<file path="src/rtl/bds_pkg.sv">
package bds_pkg;
  localparam int unsigned BCD_W = 4;
  typedef logic [BCD_W-1:0] bcd_t;
endpackage

</file>
<file path="src/rtl/bds_slot_timer.sv">
module bds_slot_timer
  import bds_pkg::*;
#(
  parameter int unsigned NUM_DIGITS = 5,
  parameter int unsigned DWELL      = 200,
  parameter int unsigned OVR_DWELL  = 1000,
  localparam int unsigned MAXLEN    = (OVR_DWELL > DWELL) ? OVR_DWELL : DWELL,
  localparam int unsigned CNT_W     = $clog2(MAXLEN + 2),
  localparam int unsigned SLOT_W    = $clog2(NUM_DIGITS)
) (
  input  logic              clk,
  input  logic              rst,
  input  logic              wide_i,
  input  logic              long_i,
  output logic [SLOT_W-1:0] slot_o,
  output logic [CNT_W-1:0]  cnt_o,
  output logic [CNT_W-1:0]  len_o,
  output logic              scan_end_o
);
  localparam logic [SLOT_W-1:0] LAST = SLOT_W'(NUM_DIGITS - 1);

  logic [SLOT_W-1:0] slot_q;
  logic [CNT_W-1:0]  cnt_q;
  logic [CNT_W-1:0]  base;
  logic              slot_end;

  always_comb begin
    base       = wide_i ? CNT_W'(OVR_DWELL) : CNT_W'(DWELL);
    len_o      = base + ((long_i && slot_q == '0) ? CNT_W'(1) : '0);
    slot_end   = (cnt_q == len_o - CNT_W'(1));
    scan_end_o = slot_end && (slot_q == LAST);
  end

  always_ff @(posedge clk) begin
    if (rst) begin
      slot_q <= '0;
      cnt_q  <= '0;
    end else if (slot_end) begin
      cnt_q  <= '0;
      slot_q <= (slot_q == LAST) ? '0 : slot_q + SLOT_W'(1);
    end else begin
      cnt_q  <= cnt_q + CNT_W'(1);
    end
  end

  assign slot_o = slot_q;
  assign cnt_o  = cnt_q;

  // the dwell counter never runs past the slot length in force
  p_cnt_bound_r3: assert property (@(posedge clk) disable iff (rst)
    cnt_q < len_o);
endmodule

</file>
<file path="src/rtl/bds_result_latch.sv">
module bds_result_latch
  import bds_pkg::*;
#(
  parameter int unsigned NUM_DIGITS = 5,
  localparam int unsigned DIG_W     = NUM_DIGITS * BCD_W
) (
  input  logic             clk,
  input  logic             rst,
  input  logic             res_valid,
  input  logic [DIG_W-1:0] res_digits,
  input  logic             over_range,
  input  logic             scan_end,
  output logic [DIG_W-1:0] shown_o,
  output logic             wide_o,
  output logic             fresh_o,
  output logic             blank_o
);
  logic [DIG_W-1:0] pend_q, shown_q;
  logic             pend_v, wide_q, fresh_q, flash_q;

  always_ff @(posedge clk) begin
    if (rst) begin
      pend_q  <= '0;
      pend_v  <= 1'b0;
      shown_q <= '0;
      wide_q  <= 1'b0;
      fresh_q <= 1'b0;
      flash_q <= 1'b0;
    end else begin
      if (res_valid) begin
        pend_q <= res_digits;
        pend_v <= 1'b1;
      end else if (scan_end) begin
        pend_v <= 1'b0;
      end
      if (scan_end) begin
        wide_q  <= over_range;
        fresh_q <= pend_v;
        if (pend_v) shown_q <= pend_q;
        if (!over_range || pend_v) flash_q <= 1'b0;
        else if (wide_q)           flash_q <= ~flash_q;
        else                       flash_q <= 1'b0;
      end
    end
  end

  assign shown_o = shown_q;
  assign wide_o  = wide_q;
  assign fresh_o = fresh_q;
  assign blank_o = wide_q & flash_q;

  // displayed digits change only on a scan-end edge
  p_adopt_edge_r6: assert property (@(posedge clk) disable iff (rst)
    !$stable(shown_q) |-> $past(scan_end));
  // an offer landing on the scan-end edge stays pending
  p_pend_hold_r7: assert property (@(posedge clk) disable iff (rst)
    (res_valid && scan_end) |=> pend_v);
  // blanking begins only at a scan boundary
  p_blank_edge_r9: assert property (@(posedge clk) disable iff (rst)
    $rose(blank_o) |-> $past(scan_end));
endmodule

</file>
<file path="src/rtl/bds_strobe_gen.sv">
module bds_strobe_gen #(
  parameter int unsigned CNT_W      = 10,
  parameter int unsigned STROBE_LEN = 100
) (
  input  logic             fresh,
  input  logic [CNT_W-1:0] cnt,
  input  logic [CNT_W-1:0] len,
  output logic             strobe
);
  logic [CNT_W-1:0] start, stop;

  always_comb begin
    start  = (len - CNT_W'(STROBE_LEN)) >> 1;
    stop   = start + CNT_W'(STROBE_LEN);
    strobe = fresh && (cnt >= start) && (cnt < stop);
  end
endmodule

</file>
<file path="src/rtl/bcd_digit_scanner.sv">
module bcd_digit_scanner
  import bds_pkg::*;
#(
  parameter int unsigned NUM_DIGITS = 5,
  parameter int unsigned DWELL      = 200,
  parameter int unsigned OVR_DWELL  = 1000,
  parameter int unsigned STROBE_LEN = 100
) (
  input  logic                        clk,
  input  logic                        rst,
  input  logic                        res_valid,
  input  logic [NUM_DIGITS*BCD_W-1:0] res_digits,
  input  logic                        over_range,
  output logic [NUM_DIGITS-1:0]       digit_sel,
  output logic [BCD_W-1:0]            bcd_out,
  output logic                        strobe
);
  localparam int unsigned DIG_W  = NUM_DIGITS * BCD_W;
  localparam int unsigned MAXLEN = (OVR_DWELL > DWELL) ? OVR_DWELL : DWELL;
  localparam int unsigned CNT_W  = $clog2(MAXLEN + 2);
  localparam int unsigned SLOT_W = $clog2(NUM_DIGITS);

  logic [SLOT_W-1:0] slot;
  logic [CNT_W-1:0]  cnt, len;
  logic              scan_end, wide, fresh, blank;
  logic [DIG_W-1:0]  shown;
  bcd_t              cur;

  bds_slot_timer #(.NUM_DIGITS(NUM_DIGITS), .DWELL(DWELL), .OVR_DWELL(OVR_DWELL)) u_timer (
    .clk(clk), .rst(rst), .wide_i(wide), .long_i(fresh),
    .slot_o(slot), .cnt_o(cnt), .len_o(len), .scan_end_o(scan_end)
  );

  bds_result_latch #(.NUM_DIGITS(NUM_DIGITS)) u_latch (
    .clk(clk), .rst(rst), .res_valid(res_valid), .res_digits(res_digits),
    .over_range(over_range), .scan_end(scan_end),
    .shown_o(shown), .wide_o(wide), .fresh_o(fresh), .blank_o(blank)
  );

  bds_strobe_gen #(.CNT_W(CNT_W), .STROBE_LEN(STROBE_LEN)) u_strobe (
    .fresh(fresh), .cnt(cnt), .len(len), .strobe(strobe)
  );

  for (genvar g = 0; g < NUM_DIGITS; g++) begin : g_sel
    assign digit_sel[g] = (slot == SLOT_W'(NUM_DIGITS - 1 - g));
  end

  always_comb begin
    cur     = shown[(NUM_DIGITS - 1 - int'(slot)) * BCD_W +: BCD_W];
    bcd_out = blank ? '0 : cur;
  end

  // selection steps down one position, or wraps from the last digit to the first
  p_order_r2: assert property (@(posedge clk) disable iff (rst)
    !$stable(digit_sel) |->
      (digit_sel == ($past(digit_sel) >> 1)) ||
      ($past(digit_sel) == NUM_DIGITS'(1) && digit_sel == NUM_DIGITS'(1) << (NUM_DIGITS - 1)));
  // the bus holds its value while the selection holds
  p_bus_steady_r4: assert property (@(posedge clk) disable iff (rst)
    $stable(digit_sel) |-> $stable(bcd_out));
  // a strobe pulse never starts on a slot's first cycle
  p_strobe_inside_r5: assert property (@(posedge clk) disable iff (rst)
    $rose(strobe) |-> $stable(digit_sel) && $stable(bcd_out));
endmodule

</file>
<file path="config.mk">
export PLATFORM = sky130hd
export DESIGN_NAME = bcd_digit_scanner
export DESIGN_NICKNAME = d
export VERILOG_FILES = /design/src/rtl/bds_pkg.sv /design/src/rtl/bds_slot_timer.sv /design/src/rtl/bds_result_latch.sv /design/src/rtl/bds_strobe_gen.sv /design/src/rtl/bcd_digit_scanner.sv
export SDC_FILE = /design/constraint.sdc
export NUM_CORES = 1
export LEC_CHECK = 0
export BUFFER_PORTS_ARGS = -buffer_cell sky130_fd_sc_hd__buf_2
export CAP_MARGIN = 30
export CORE_ASPECT_RATIO = 1.75
export CORE_MARGIN = 2
export CORE_UTILIZATION = 54
export CTS_BUF_LIST = sky130_fd_sc_hd__clkbuf_2 sky130_fd_sc_hd__clkbuf_4 sky130_fd_sc_hd__clkbuf_8
export DETAILED_ROUTE_END_ITERATION = 10
export MAX_ROUTING_LAYER = met4
export PLACE_DENSITY = 0.78
export REMOVE_ABC_BUFFERS = 1
export SLEW_MARGIN = 20
export SYNTH_ARGS = -nofsm -noshare
export SYNTH_HDL_FRONTEND = slang
export SYNTH_SLANG_ARGS = --single-unit
</file>
<file path="constraint.sdc">
create_clock -name clk -period 2.1 [get_ports clk]
set_input_delay 0.525 -clock clk [delete_from_list [all_inputs] [get_ports clk]]
set_output_delay 0.525 -clock clk [all_outputs]
set_load 0.03 [all_outputs]
</file>
# == After elaboration in Yosys (flattened, before gate mapping) ==
# Index checks and enable logic that the tools add are counted.
# word_totals
regBits,57
out_inout_bits,10
# classes
addsub,7
n_eq_ne,5
bitwise_logic,2
n_reduce_logical,10
n_lt_le_gt_ge,2
shift,1
mux,8
# op_table
operator,n
20-bit by 33-bit indexed part select with 4-bit output,1
10-bit by 1-bit adder with 10-bit output (second input constant),1
10-bit adder,1
9-bit by 7-bit adder with 10-bit output (second input constant),1
10-bit == test,1
10-bit by 9-bit >= comparator with 1-bit output,1
10-bit < comparator,1
10-bit 2-to-1 mux,1
10-bit by 1-bit subtractor with 10-bit output (second input constant),1
10-bit by 7-bit subtractor with 10-bit output (second input constant),1
3-bit by 2-bit == test with 1-bit output (second input constant),2
1-bit 2-to-1 mux,5
1-bit logical AND,4
4-bit 2-to-1 mux,1
3-bit by 3-bit subtractor with 4-bit output (first input constant),1
3-bit by 1-bit adder with 3-bit output (second input constant),1
3-bit by 1-bit == test with 1-bit output (second input constant),1
3-bit == test (second input constant),1
3-bit logical NOT,1
3-bit 2-to-1 mux,1
2-bit AND reduction,1
2-bit nonzero test,1
2-bit OR reduction,1
1-bit bitwise AND,1
3 further kinds,3

# == Logic depth before layout (Yosys ltp) ==
# logic_depth
ltp_word,9
mapped_depth,10

# == Modules after synthesis ==
# From an unflattened synthesis, not the netlist that was laid out.
# hier_totals
hier_cells,380
hier_area_um2,3590.9
# modules_own_cells
module,n_inst,cells_per_inst,area_each_um2
bds_result_latch,1,173,1855.5
bds_slot_timer,1,86,729.4
bds_strobe_gen,1,80,675.6
bcd_digit_scanner,1,41,330.3

# == Worst setup path before layout ==
# Ideal clock, no wire load.
# synth_path
kind,register to output
from,"reg u_latch.wide_q, in the netlist u_latch.wide_o"
to,out strobe
t_arrival_ns,2.668
stages_incl_launch_ff,7
path_buffers,0
path_slack_ns,-1.093
path_cell_list,dfxtp_1 > inv_1 > ha_1 > nor4_1 > o21ai_0 > and3_1 > a2111oi_0
# synth_between
elab_chain_len,6
elab_cells_between_ends,8
cone_classes,3 x add/sub; 2 x order compare; 1 x mux; 2 x reduce/logical
# synth_lines
element,line,source
"start, declared",bds_result_latch.sv:19,"logic pend_v, wide_q, fresh_q, flash_q;"
"start signal, assigned",bds_result_latch.sv:37,wide_q <= over_range;
10-bit 2-to-1 mux (*),bds_slot_timer.sv:28,base = wide_i ? CNT_W'(OVR_DWELL) : CNT_W'(DWELL);
10-bit adder (*),bds_slot_timer.sv:29,len_o = base + ((long_i && slot_q == '0) ? CNT_W'(1) : '0);
10-bit by 7-bit subtractor with 10-bit output (*),bds_strobe_gen.sv:13,start = (len - CNT_W'(STROBE_LEN)) >> 1;
9-bit by 7-bit adder with 10-bit output or 10-bit by 9-bit >= comparator with 1-bit output (tied branches),"bds_strobe_gen.sv:14, bds_strobe_gen.sv:15",
10-bit < comparator or 1-bit logical AND (tied branches),bds_strobe_gen.sv:15,strobe = fresh && (cnt >= start) && (cnt < stop);
1-bit logical AND (*),bds_strobe_gen.sv:15,
"end, declared",bcd_digit_scanner.sv:16,output logic strobe
# Mark *: on every way between the ends. The rest lies on a longest branch, timed or not.

# == Worst setup path in the final report ==
# Same ends and word-level chain as after synthesis.

==> impl_metrics.toml <==
[outcome]
outcome = "complete, but fails checks"
violations = "setup timing"

[placed_design]
hpwl_mm = 4.32
dp_cells = 388
gp_congestion = 0.896
port_buffers = 33

[final_layout]
layout_commonest_cell = "dfxtp_1"
mostFrequentLayoutCells = "dfxtp_1 (54), nor2_1 (30), a21oi_1 (29)"
nFillCells = 389
layout.nets = 387
register_area_um2 = 1140
drive_gt1_frac = 0.279
n_antenna_cell = 0
multiInputGateArea_um2 = 1590
syn2layout_area_growth_pct = 22.4
fin_cells = 405
final_util = 0.687

[floorplanning]
core_area_um2 = 4980
io_pins = 34
start_util = 0.561
rows = 34
die_h_um = 99.1
die_x_um = 58.4
die_area_um2 = 5790

[critical_path]
required_ns = 1.57
r2r_start = "u_latch.wide_o"
cp-start-kind = "flop"
reg2reg_depth = 7
crit_type = "flop to output port"
crit_fanout = 4
r2r_end = "u_timer.cnt_o[5]"
end_kind = "output port"
cp_data_arrival_time_ns = 1.92
r2r_setup_slack_ns = 0.23

[sta]
fin_ws_ns = -0.346
setup_tns_ns = -0.713
clock-skew-final_ns = 0.00934
setup-violations-final = 5
fin_crit_ns = 2.45
period_share = 1.16
fmax_mhz = 409
rsz0062_at_grt = "yes"
report.final.slew_viol_count = 0
slew_headroom = 0.600
whs_ns = 0.409
worstMarginPinSlew_ns = 0.600
hold_viol_final = 0

[global_route]
grt_pass1_wl_mm = 10.7
grtUsageTotal = 0.250
grt_max_degree = 37
grt_pass1_vias = 2454
gr-total-overflow = 0
antenna_found_initial = 0

[clock_tree]
htree_levels = 3
cts_max_path_buffers = 2
clock_latency_ns = 0.35
clk_pin_slew_ns = 0.07
cts_tree = "yes"
cts_root_buf = "clkbuf_8"
clock-sinks = 57
numCtsBuffers = 9

[synth]
async_flop_share = 0
yosysWarnings = 0
synth.area.top_cells = "dfxtp_1 (41%), ha_1 (7.6%), mux2i_1 (7.2%)"
synth_top_area_cell = "dfxtp_1"
synth.top_cell.area_share = 0.409
ys_types = 36
synthCells = 305
synth_flop_cell = "dfxtp_1"
yosys_register_bits = 57
synth_seq_area_share = 0.409
synth_edf_count = 0
syn_area_um2 = 2790
synth.avg_cell_area_um2 = 9.16

[routing]
dr.pass1.iters = 4
drtIter0Drc = 82
wl_per_cell_um = 16.0
vias = 2445
viasPerCell = 6.04
ant_nets = 0
drc_errors = 0
drt-total-wl_mm = 6.46

[worst_hold_path]
hold_class = "input pin to flop"
min_from = "res_digits[12]"
min_to = "u_latch.pend_q[12]"
hold_depth = 3

[power_and_ir_drop]
powerDensity_nw_per_um2 = 671
peakVddDrop_mv = 0.668
fin_total_pwr_mw = 2.30
p_leak_nw = 1.36

[job]
maxCapViolations = 0
==> cells by family after synthesis <==
| family | count (synthesis) | synth area share |
|---|---|---|
| flip-flops | 57 | 0.409 |
| AO/OA/AOI/OAI | 72 | 0.162 |
| adder cells (fa/ha/maj) | 17 | 0.0762 |
| buffers and inverters | 34 | 0.0515 |
| XOR/XNOR | 7 | 0.0220 |
| AND/OR/NAND/NOR | 94 | 0.176 |
| multiplexers | 24 | 0.104 |
==> per-layer routing <==
metal  routed length, um  up-vias  track usage
li1                    -     1198            -
met1                2480     1166        0.241
met2                3540       58        0.435
met3                 205       23       0.0559
met4                 243        0        0.156
met5                   0        -            -
==> final cells by class <==
class                      count  area share
sequential                    57       0.335
clock inverter                 7      0.0227
multi-input combinational    214       0.465
inverter                       9     0.00988
timing repair buffer          55       0.112
clock buffer                   9      0.0362
tap                           54      0.0198
==> synth_stat cells, types with 4 or more instances <==
cell type,number
nand3b_1,4
xor2_1,6
mux2i_1,20
inv_1,9
o21ai_0,6
nand4_1,26
nand3_1,5
dfxtp_1,57
and2_1,5
mux4_2,4
a21oi_1,33
clkbuf_1,20
o31ai_1,24
nor2_1,31
ha_1,17
nand2_1,13
==> per-stage QoR <==
stage	cell area, um^2	setup slack [ns]
finish	3420	-0.346
floorplan	2680	-1.09
CTS	3410	-0.318
global route	3420	-0.472
global placement	3090	-0.0555
detailed placement	3090	-0.124
==> worst max-delay path by stage <==
stage                               from  endpoint  slack [ns]
after global routing      u_latch.wide_o    strobe       -0.47
after detailed placement  u_latch.wide_o    strobe       -0.12
final                     u_latch.wide_o    strobe       -0.35
after global placement    u_latch.wide_o    strobe       -0.06
after floorplan           u_latch.wide_o    strobe       -1.09
after CTS                 u_latch.wide_o    strobe       -0.32
==> sequential cells by signal (all words and copies together), names as in the netlist <==
name,count
u_latch.flash_q,1
u_latch.fresh_o,1
u_latch.pend_q,20
u_latch.pend_v,1
u_latch.shown_o,20
u_latch.wide_o,1
u_timer.cnt_o,10
u_timer.slot_o,3
==> worst max-delay path: stages, from the launching register on <==
cell and delay (ns):
dfxtp_2 0.36, inv_2 0.05, ha_2 0.17, nor4_2 0.27, o21ai_1 0.09, and3_1 0.18
a2111oi_2 0.23, buf_4 0.22
==> report_power, final <==
| part | switching, mW | total [mW] | internal, mW | leakage [nW] |
|---|---|---|---|---|
| Clock | 0.492 | 1.05 | 0.557 | 0.100 |
| Combinational | 0.0632 | 0.120 | 0.0571 | 0.789 |
| Sequential | 0.0169 | 1.13 | 1.11 | 0.466 |
==> timing repair <==
item / 4_1_cts / 5_1_grt
pin swaps: 12 / 0
buffers inserted: 1 / 0
gates resized for setup: 34 / 3
hold buffers: 0 / 0
setup endpoints to repair: 5 / 5
No activity file was read; power rests on OpenSTA's default activity.
